<file path="src/rtl/wdog_pkg.sv">
package wdog_pkg;
  localparam int unsigned DATA_W  = 32;
  localparam int unsigned ADDR_W  = 8;
  localparam int unsigned RATIO_W = 5;

  localparam logic [ADDR_W-1:0] OFF_CTRL  = 8'h00;
  localparam logic [ADDR_W-1:0] OFF_STAT  = 8'h04;
  localparam logic [ADDR_W-1:0] OFF_PRE   = 8'h1C;
  localparam logic [ADDR_W-1:0] OFF_WD    = 8'h34;
  localparam logic [ADDR_W-1:0] OFF_ARM   = 8'h40;
  localparam logic [ADDR_W-1:0] OFF_BLOCK = 8'h44;

  localparam int unsigned B_PRE_RUN = 2;
  localparam int unsigned B_WD_RUN  = 8;
  localparam int unsigned B_WD_REF  = 10;
  localparam int unsigned B_PRE_REF = 12;
  localparam int unsigned B_RATIO   = 16;
  localparam int unsigned B_PRE_EXP = 8;
  localparam int unsigned B_WD_EXP  = 31;
  localparam int unsigned B_ARM     = 8;
  localparam int unsigned B_BLOCK   = 10;

  typedef struct packed {
    logic [RATIO_W-1:0] ratio;
    logic               pre_ref;
    logic               wd_ref;
    logic               wd_run;
    logic               pre_run;
  } ctrl_t;
endpackage

</file>
<file path="src/rtl/wdog_prescaler.sv">
module wdog_prescaler #(
  parameter int unsigned RATIO_W = 5
) (
  input  logic               clk_i,
  input  logic               rst_ni,
  input  logic [RATIO_W-1:0] ratio_i,
  output logic               tick_o
);
  localparam int unsigned CNT_W = 1 << RATIO_W;

  logic [CNT_W-1:0] cnt_q;
  logic [CNT_W-1:0] low_mask;

  always_ff @(posedge clk_i or negedge rst_ni) begin
    if (!rst_ni) cnt_q <= '0;
    else         cnt_q <= cnt_q + 1'b1;
  end

  // tick when the low ratio bits of the free counter are all ones
  assign low_mask = (CNT_W'(1) << ratio_i) - CNT_W'(1);
  assign tick_o   = &(cnt_q | ~low_mask);


  ratio0_every_cycle_chk: assert property (@(posedge clk_i) disable iff (!rst_ni)
    (ratio_i == '0) |-> tick_o);
endmodule

</file>
<file path="src/rtl/wdog_downcnt.sv">
module wdog_downcnt #(
  parameter int unsigned W = 32
) (
  input  logic         clk_i,
  input  logic         rst_ni,
  input  logic         load_i,
  input  logic [W-1:0] load_val_i,
  input  logic         run_i,
  input  logic         tick_i,
  output logic [W-1:0] cnt_o,
  output logic         expire_o
);
  logic [W-1:0] cnt_q;
  logic         step;

  assign step     = run_i && tick_i && (cnt_q != '0) && !load_i;
  assign expire_o = step && (cnt_q == W'(1));
  assign cnt_o    = cnt_q;

  always_ff @(posedge clk_i or negedge rst_ni) begin
    if (!rst_ni)     cnt_q <= '0;
    else if (load_i) cnt_q <= load_val_i;
    else if (step)   cnt_q <= cnt_q - 1'b1;
  end


  stop_at_zero_chk: assert property (@(posedge clk_i) disable iff (!rst_ni)
    (cnt_q == '0 && !load_i) |=> (cnt_q == '0));

  hold_when_idle_chk: assert property (@(posedge clk_i) disable iff (!rst_ni)
    (!run_i && !load_i) |=> $stable(cnt_q));
endmodule

</file>
<file path="src/rtl/wdog_pretimer.sv">
module wdog_pretimer
  import wdog_pkg::*;
(
  input  logic              clk_i,
  input  logic              rst_ni,
  input  logic              ref_tick_i,
  input  logic              bus_sel_i,
  input  logic              bus_we_i,
  input  logic [ADDR_W-1:0] bus_addr_i,
  input  logic [DATA_W-1:0] bus_wdata_i,
  output logic [DATA_W-1:0] bus_rdata_o,
  output logic              irq_wd_o,
  output logic              irq_pre_o,
  output logic              sys_rst_o
);
  ctrl_t             ctrl_q;
  logic              arm_q, block_q;
  logic              wd_flag_q, pre_flag_q;
  logic              rst_q;
  logic              wr;
  logic              presc_tick, wd_tick, pre_tick;
  logic              wd_exp, pre_exp;
  logic [DATA_W-1:0] wd_cnt, pre_cnt;
  logic              unused_wdata;

  assign wr           = bus_sel_i && bus_we_i;
  assign unused_wdata = ^bus_wdata_i;

  always_ff @(posedge clk_i or negedge rst_ni) begin
    if (!rst_ni) begin
      ctrl_q  <= '0;
      arm_q   <= 1'b0;
      block_q <= 1'b0;
    end else if (wr) begin
      if (bus_addr_i == OFF_CTRL) begin
        ctrl_q.ratio   <= bus_wdata_i[B_RATIO +: RATIO_W];
        ctrl_q.pre_ref <= bus_wdata_i[B_PRE_REF];
        ctrl_q.wd_ref  <= bus_wdata_i[B_WD_REF];
        ctrl_q.wd_run  <= bus_wdata_i[B_WD_RUN];
        ctrl_q.pre_run <= bus_wdata_i[B_PRE_RUN];
      end
      if (bus_addr_i == OFF_ARM)   arm_q   <= bus_wdata_i[B_ARM];
      if (bus_addr_i == OFF_BLOCK) block_q <= bus_wdata_i[B_BLOCK];
    end
  end

  wdog_prescaler #(.RATIO_W(RATIO_W)) presc_i (
    .clk_i   (clk_i),
    .rst_ni  (rst_ni),
    .ratio_i (ctrl_q.ratio),
    .tick_o  (presc_tick)
  );

  assign wd_tick  = ctrl_q.wd_ref  ? ref_tick_i : presc_tick;
  assign pre_tick = ctrl_q.pre_ref ? ref_tick_i : presc_tick;

  wdog_downcnt #(.W(DATA_W)) wd_cnt_i (
    .clk_i      (clk_i),
    .rst_ni     (rst_ni),
    .load_i     (wr && bus_addr_i == OFF_WD),
    .load_val_i (bus_wdata_i),
    .run_i      (ctrl_q.wd_run),
    .tick_i     (wd_tick),
    .cnt_o      (wd_cnt),
    .expire_o   (wd_exp)
  );

  wdog_downcnt #(.W(DATA_W)) pre_cnt_i (
    .clk_i      (clk_i),
    .rst_ni     (rst_ni),
    .load_i     (wr && bus_addr_i == OFF_PRE),
    .load_val_i (bus_wdata_i),
    .run_i      (ctrl_q.pre_run),
    .tick_i     (pre_tick),
    .cnt_o      (pre_cnt),
    .expire_o   (pre_exp)
  );

  // status: write-zero clears, hardware set wins
  always_ff @(posedge clk_i or negedge rst_ni) begin
    if (!rst_ni) begin
      wd_flag_q  <= 1'b0;
      pre_flag_q <= 1'b0;
      rst_q      <= 1'b0;
    end else begin
      wd_flag_q  <= wd_exp  | (wd_flag_q  & ~(wr && bus_addr_i == OFF_STAT && !bus_wdata_i[B_WD_EXP]));
      pre_flag_q <= pre_exp | (pre_flag_q & ~(wr && bus_addr_i == OFF_STAT && !bus_wdata_i[B_PRE_EXP]));
      rst_q      <= wd_exp && arm_q && !block_q;
    end
  end

  assign irq_wd_o  = wd_flag_q;
  assign irq_pre_o = pre_flag_q;
  assign sys_rst_o = rst_q;

  always_comb begin
    bus_rdata_o = '0;
    unique case (bus_addr_i)
      OFF_CTRL: begin
        bus_rdata_o[B_RATIO +: RATIO_W] = ctrl_q.ratio;
        bus_rdata_o[B_PRE_REF]          = ctrl_q.pre_ref;
        bus_rdata_o[B_WD_REF]           = ctrl_q.wd_ref;
        bus_rdata_o[B_WD_RUN]           = ctrl_q.wd_run;
        bus_rdata_o[B_PRE_RUN]          = ctrl_q.pre_run;
      end
      OFF_STAT: begin
        bus_rdata_o[B_WD_EXP]  = wd_flag_q;
        bus_rdata_o[B_PRE_EXP] = pre_flag_q;
      end
      OFF_PRE:   bus_rdata_o = pre_cnt;
      OFF_WD:    bus_rdata_o = wd_cnt;
      OFF_ARM:   bus_rdata_o[B_ARM]   = arm_q;
      OFF_BLOCK: bus_rdata_o[B_BLOCK] = block_q;
      default:   bus_rdata_o = '0;
    endcase
  end


  rst_single_cycle_chk: assert property (@(posedge clk_i) disable iff (!rst_ni)
    sys_rst_o |=> !sys_rst_o);

  rst_blocked_chk: assert property (@(posedge clk_i) disable iff (!rst_ni)
    block_q |=> !sys_rst_o);

  set_wins_chk: assert property (@(posedge clk_i) disable iff (!rst_ni)
    wd_exp |=> irq_wd_o);

  pre_set_chk: assert property (@(posedge clk_i) disable iff (!rst_ni)
    pre_exp |=> irq_pre_o);
endmodule

</file>
<file path="config.mk">
export PLATFORM = sky130hd
export DESIGN_NAME = wdog_pretimer
export DESIGN_NICKNAME = d
export VERILOG_FILES = /design/src/rtl/wdog_pkg.sv /design/src/rtl/wdog_prescaler.sv /design/src/rtl/wdog_downcnt.sv /design/src/rtl/wdog_pretimer.sv
export SDC_FILE = /design/constraint.sdc
export NUM_CORES = 1
export LEC_CHECK = 0
export ABC_AREA = 1
export ABC_CLOCK_PERIOD_IN_PS = 3700
export CORE_MARGIN = 2
export CORE_UTILIZATION = 55
export CTS_BUF_LIST = sky130_fd_sc_hd__clkbuf_2 sky130_fd_sc_hd__clkbuf_4 sky130_fd_sc_hd__clkbuf_8
export DETAILED_ROUTE_END_ITERATION = 10
export PLACE_DENSITY = 0.77
export SLEW_MARGIN = 5
export SYNTH_ARGS = -nofsm -noshare
export SYNTH_HDL_FRONTEND = slang
export SYNTH_SLANG_ARGS = --single-unit
</file>
<file path="constraint.sdc">
create_clock -name clk_i -period 3.7 [get_ports clk_i]
set_input_delay 0.74 -clock clk_i [delete_from_list [all_inputs] [get_ports clk_i]]
set_output_delay 0.74 -clock clk_i [all_outputs]
set_load 0.1 [all_outputs]
</file>
## Word level (Yosys, flattened, before mapping)

Index checks and enable logic that the tools add are counted.

| operators by class | value |
|---|---|
| add/subtract/negate cells | 4 |
| equal/unequal tests | 7 |
| shifts and indexed selects | 1 |
| multiplexer cells | 18 |
| bitwise logic cells | 8 |
| reduce and logical (&&, ||, !) cells | 30 |

Operator list:

| operator | count |
|---|---|
| two-way mux 32 bit | 4 |
| equality test 32 x 1 -> 1 bit (second input constant) | 2 |
| nonzero test 32 bit | 2 |
| subtractor 32 x 1 -> 32 bit (second input constant) | 2 |
| adder 32 x 1 -> 32 bit (second input constant) | 1 |
| NOT 32 bit | 1 |
| bitwise OR 32 bit | 1 |
| AND reduction 32 bit | 1 |
| left shift 1 x 5 -> 32 bit (first input constant) | 1 |
| subtractor 32 x 2 -> 32 bit (second input constant) | 1 |
| one-hot mux 10 bit (2 select lines) | 1 |
| equality test 8 x 7 -> 1 bit (second input constant) | 2 |
| logical AND 1 bit | 16 |
| one-hot mux 5 bit (3 select lines) | 1 |
| one-hot mux 5 bit (2 select lines) | 1 |
| one-hot mux 1 bit (3 select lines) | 3 |
| equality test 8 x 3 -> 1 bit (second input constant) | 1 |
| equality test 8 x 5 -> 1 bit (second input constant) | 1 |
| equality test 8 x 6 -> 1 bit (second input constant) | 1 |
| zero test 8 bit | 1 |
| one-hot mux 3 bit (2 select lines) | 1 |
| AND reduction 2 bit | 3 |
| zero test 1 bit | 5 |
| one-hot mux 1 bit (5 select lines) | 1 |
| other kinds (8) | 14 |

| word-level totals | value |
|---|---|
| register bits after elaboration | 110 |
| output and inout port bits | 35 |
| word-level logic and storage cells | 81 |

## Depth between registers and ports, before layout

| depth | value |
|---|---|
| depth in word-level cells | 12 |
| mapped depth | 23 |

## By module

A second synthesis with hierarchy kept.

| second synthesis, totals | value |
|---|---|
| cell total of the unflattened synthesis | 1,459 |
| area total of the unflattened synthesis | 9,083.7 µm² |

By module, submodules not included:

| module | times used | cells an instance | area each (µm²) | seq. area each (µm²) |
|---|---|---|---|---|
| wdog_downcnt | 2 | 430 | 2,625.0 | 800.8 |
| wdog_prescaler | 1 | 373 | 2,556.2 | 775.7 |
| wdog_pretimer | 1 | 226 | 1,277.5 | 350.3 |

## Worst setup path before layout

OpenSTA, ideal clock, no wires.

| path | value |
|---|---|
| path type | input -> output |
| start point | input port bus_addr_i[1] |
| end point | output port bus_rdata_o[21] |
| arrival | 3.715 ns |
| required time | 2.960 ns |
| setup slack | -0.755 ns |
| cell stages on the path | 6 |
| path through | nor2_1 > inv_1 > nor4_1 > nand4_1 > clkbuf_1 > o21ai_0 |

| between the ends | value |
|---|---|
| word-level cells in the longest chain between the ends | 2 |
| elaborated cells between the ends (all ways) | 3 |

RTL lines:

| item | line | RTL |
|---|---|---|
| start: declaration | wdog_pretimer.sv:9 | `input logic [ADDR_W-1:0] bus_addr_i,` |
| equality test 8 x 6 -> 1 bit / equality test 8 x 5 -> 1 bit (equally long branches) | wdog_pretimer.sv:98 | `unique case (bus_addr_i)` |
| one-hot mux 10 bit (2 select lines) (*) | wdog_pretimer.sv:98 |  |
| end: declaration | wdog_pretimer.sv:11 | `output logic [DATA_W-1:0] bus_rdata_o,` |

Mark *: on every way between the ends. The rest lies on a longest branch, timed or not.

## Final worst setup path

| path | value |
|---|---|
| start point | input port bus_addr_i[1] |
| end point | output port bus_rdata_o[24] |

Same word-level chain as after synthesis.

==> impl_metrics.env <==
export IMPL_die_x_um=127.1
export IMPL_vias_per_cell=5.641
export IMPL_worstSetupStartpoint="bus_addr_i[1]"
export IMPL_path_common_cell="buf_4"
export IMPL_hold_ws_ps=428.8
export IMPL_clock_sinks=109
export IMPL_tightest_slew_ps=966.4
export IMPL_start_util_pct=56.90
export IMPL_power_density_mw_per_mm2=614.8
export IMPL_outcome="complete, no violations"
export IMPL_syn_area_mm2=0.008333
export IMPL_portBuffers=79
export IMPL_insertion_delay_ps=400
export IMPL_grt_overflow=0
export IMPL_r2r_slack_ps=470
export IMPL_report_final_slew_viol_count=0
export IMPL_avgSynthCellArea_um2=6.650
export IMPL_grt_busiest_layer="met2"
export IMPL_reg2reg_from="ctrl_q[5]"
export IMPL_gp_congestion=0.9282
export IMPL_grt_pass1_vias=7778
export IMPL_hold_path_class="in2async"
export IMPL_async_flop_share_pct=100.0
export IMPL_io_pins=80
export IMPL_routed_wirelength_um=23640
export IMPL_ys_warn_count=0
export IMPL_ant_nets=0
export IMPL_diodes=0
export IMPL_grt_max_degree=86
export IMPL_grt_met3_usage_pct=4.690
export IMPL_first_pass_iters=5
export IMPL_cp_start_kind="input pin"
export IMPL_cts_buffers_inserted=9
export IMPL_grt_met1_usage_pct=40.66
export IMPL_h_tree_depth=3
export IMPL_arrival_ps=2710
export IMPL_cts_tree="built"
export IMPL_synth_edff_count=0
export IMPL_antenna_found_initial=0
export IMPL_cts_root_buf="clkbuf_8"
export IMPL_path_class="in2out"
export IMPL_cp_end_kind="primary output"
export IMPL_final_setup_viol_count=0
export IMPL_netlist_top_cells_area="dfrtp_1 (33%), nand2_1 (16%), nand3_1 (8.5%)"
export IMPL_period_needed_ps=3447
export IMPL_cts_post_setup_buffers_inserted=0
export IMPL_wl_per_cell_um=15.61
export IMPL_slew_headroom_pct=35.37
export IMPL_syn_inst=1253
export IMPL_vias=8540
export IMPL_synth_nets=1304
export IMPL_max_cap_violations=0
export IMPL_core_mm2=0.01464
export IMPL_synth_seq_cells=109
export IMPL_stdcell_area_mm2=0.009927
export IMPL_rows=44
export IMPL_cts_hold_buf=0
export IMPL_synthTopCellsByCount="nand2_1 (349), inv_1 (144), nand3_1 (141), nor2_1 (129), dfrtp_1 (109)"
export IMPL_clockBufferDepth=2
export IMPL_place_area_mm2=0.009732
export IMPL_synth_most_common_cell="nand2_1"
export IMPL_worst_path_max_fanout=17
export IMPL_max_freq_ghz=0.2901
export IMPL_path_cells="clkdlybuf4s50_1 -> nor2_1 -> inv_1 -> nor3_1 -> nand2_1 -> buf_4 -> buf_4 -> o22ai_1 -> buf_12"
export IMPL_cts_resized=0
export IMPL_period_share_pct=93.15
export IMPL_ir_worst_vdd_mv=0.4652
export IMPL_grt_first_pass_wirelength_um=38640
export IMPL_rsz0062_at_grt="no"
export IMPL_met2_usage_pct=48.51
export IMPL_clock_skew_ps=18.34
export IMPL_synth_cell_types=42
export IMPL_post_route_drc_count=0
export IMPL_seq_area_frac_synth_pct=32.73
export IMPL_die_h_um=127.1
export IMPL_hold_viol=0
export IMPL_grt_usage_pct=29.82
export IMPL_drt_iter0_drc=816
export IMPL_synth_top_area_share_pct=32.73
export IMPL_nNetsFinal=1376
export IMPL_cp_slowest_cell="clkdlybuf4s50_1"
export IMPL_syn_to_final_growth_pct=19.13
export IMPL_yosys_most_used_dff="dfrtp_1"
export IMPL_required_ps=2960
export IMPL_drive_gt1_share_pct=10.38
export IMPL_dieArea_mm2=0.01615
export IMPL_slowest_delay_ps=400
export IMPL_p_leak_nw=5.090
export IMPL_clk_pin_slew_worst_paths_ps=100
export IMPL_hpwl_um=18090
export IMPL_yosysTopAreaCell="dfrtp_1"
==> logic make-up after synthesis <==
| kind of cell | share of synthesized area, % |
|---|---|
| multiplexers | 1.592 |
| AND/OR/NAND/NOR | 38.36 |
| adder cells (fa/ha/maj) | 0.9009 |
| AO/OA/AOI/OAI | 8.544 |
| flip-flops | 32.73 |
| buffers and inverters | 9.880 |
| XOR/XNOR | 7.988 |
==> path summary, 6_finish.rpt <==
| path | to | cells after the start |
|---|---|---|
| max | bus_rdata_o[24] | 9 |
| min | presc_i.cnt_q[6] | 1 |
| max reg2reg | wd_cnt_i.cnt_o[23] | 17 |
| min reg2reg | presc_i.cnt_q[0] | 1 |
| max in group asynchronous | presc_i.cnt_q[17] | 2 |
| min in group clk_i | presc_i.cnt_q[0] | 1 |
==> metrics by stage <==
stage | setup WS (ps) | total power [mW] | cells | TNS (ps) | util, %
floorplan | -755.5 | 4.536 | 1253 | -4565 | -
global placement | 268.7 | 5.251 | 1498 | 0 | 66.46
detailed placement | 240.6 | 5.314 | 1498 | 0 | 66.46
CTS | 236.0 | 6.085 | 1514 | 0 | 67.79
global route | 120.5 | 6.748 | 1514 | 0 | 67.79
finish | 253.4 | 6.104 | 1514 | 0 | 67.79
==> registers in the layout, indices dropped and copies added, names as in the netlist <==
signal           flops
pre_cnt_i.cnt_o     32
wd_cnt_i.cnt_o      32
presc_i.cnt_q       31
ctrl_q               9
arm_q                1
block_q              1
irq_pre_o            1
irq_wd_o             1
sys_rst_o            1
==> layout by cell type (no fill, tap or decap), types with 5 or more instances in the layout <==
master and instances:
nand2_1 348, inv_1 143, nand3_1 141, nor2_1 128, dfrtp_1 109, o21ai_0 85
xor2_1 70, clkdlybuf4s50_1 46, nand4_1 38, buf_12 33, buf_4 31, nor3_1 20
nor4_1 11, o22ai_2 10, mux2_2 10, inv_2 9, clkbuf_8 9, nor2_2 8
o221ai_1 7, xnor2_1 6, a21oi_1 6, nand3b_1 6, o22ai_1 6, nor2_4 6
ha_1 6, nand2_2 5
==> worst max-delay path, delay by kind of cell <==
kind                   cells  cell delay [ps]
AOI/OAI and AO/OA          1              250
buffers and inverters      5             1170
and+or+nand+nor            3              540
==> layer usage <==
layer  wire, um  share of wire, %
met1      10070                43
met2      11080                47
met3       1847               7.8
met4        640               2.7
met5          0                 0
==> final cells by class <==
type / instances / area, um^2
flip-flops and latches: 109 / 2728
clock buffers: 10 / 131.4
multi-input cells: 943 / 4850
fillers: 1277 / 4717
inverters: 152 / 570.5
well taps: 184 / 230.2
repair buffers: 110 / 1354
clock inverters: 6 / 63.81
==> power breakdown <==
group          internal [mW]  switching (mW)
registers               1.42           0.291
clock network          0.320           0.417
logic                   1.46            2.20
Note: power is estimated with default switching activity, not from simulation.
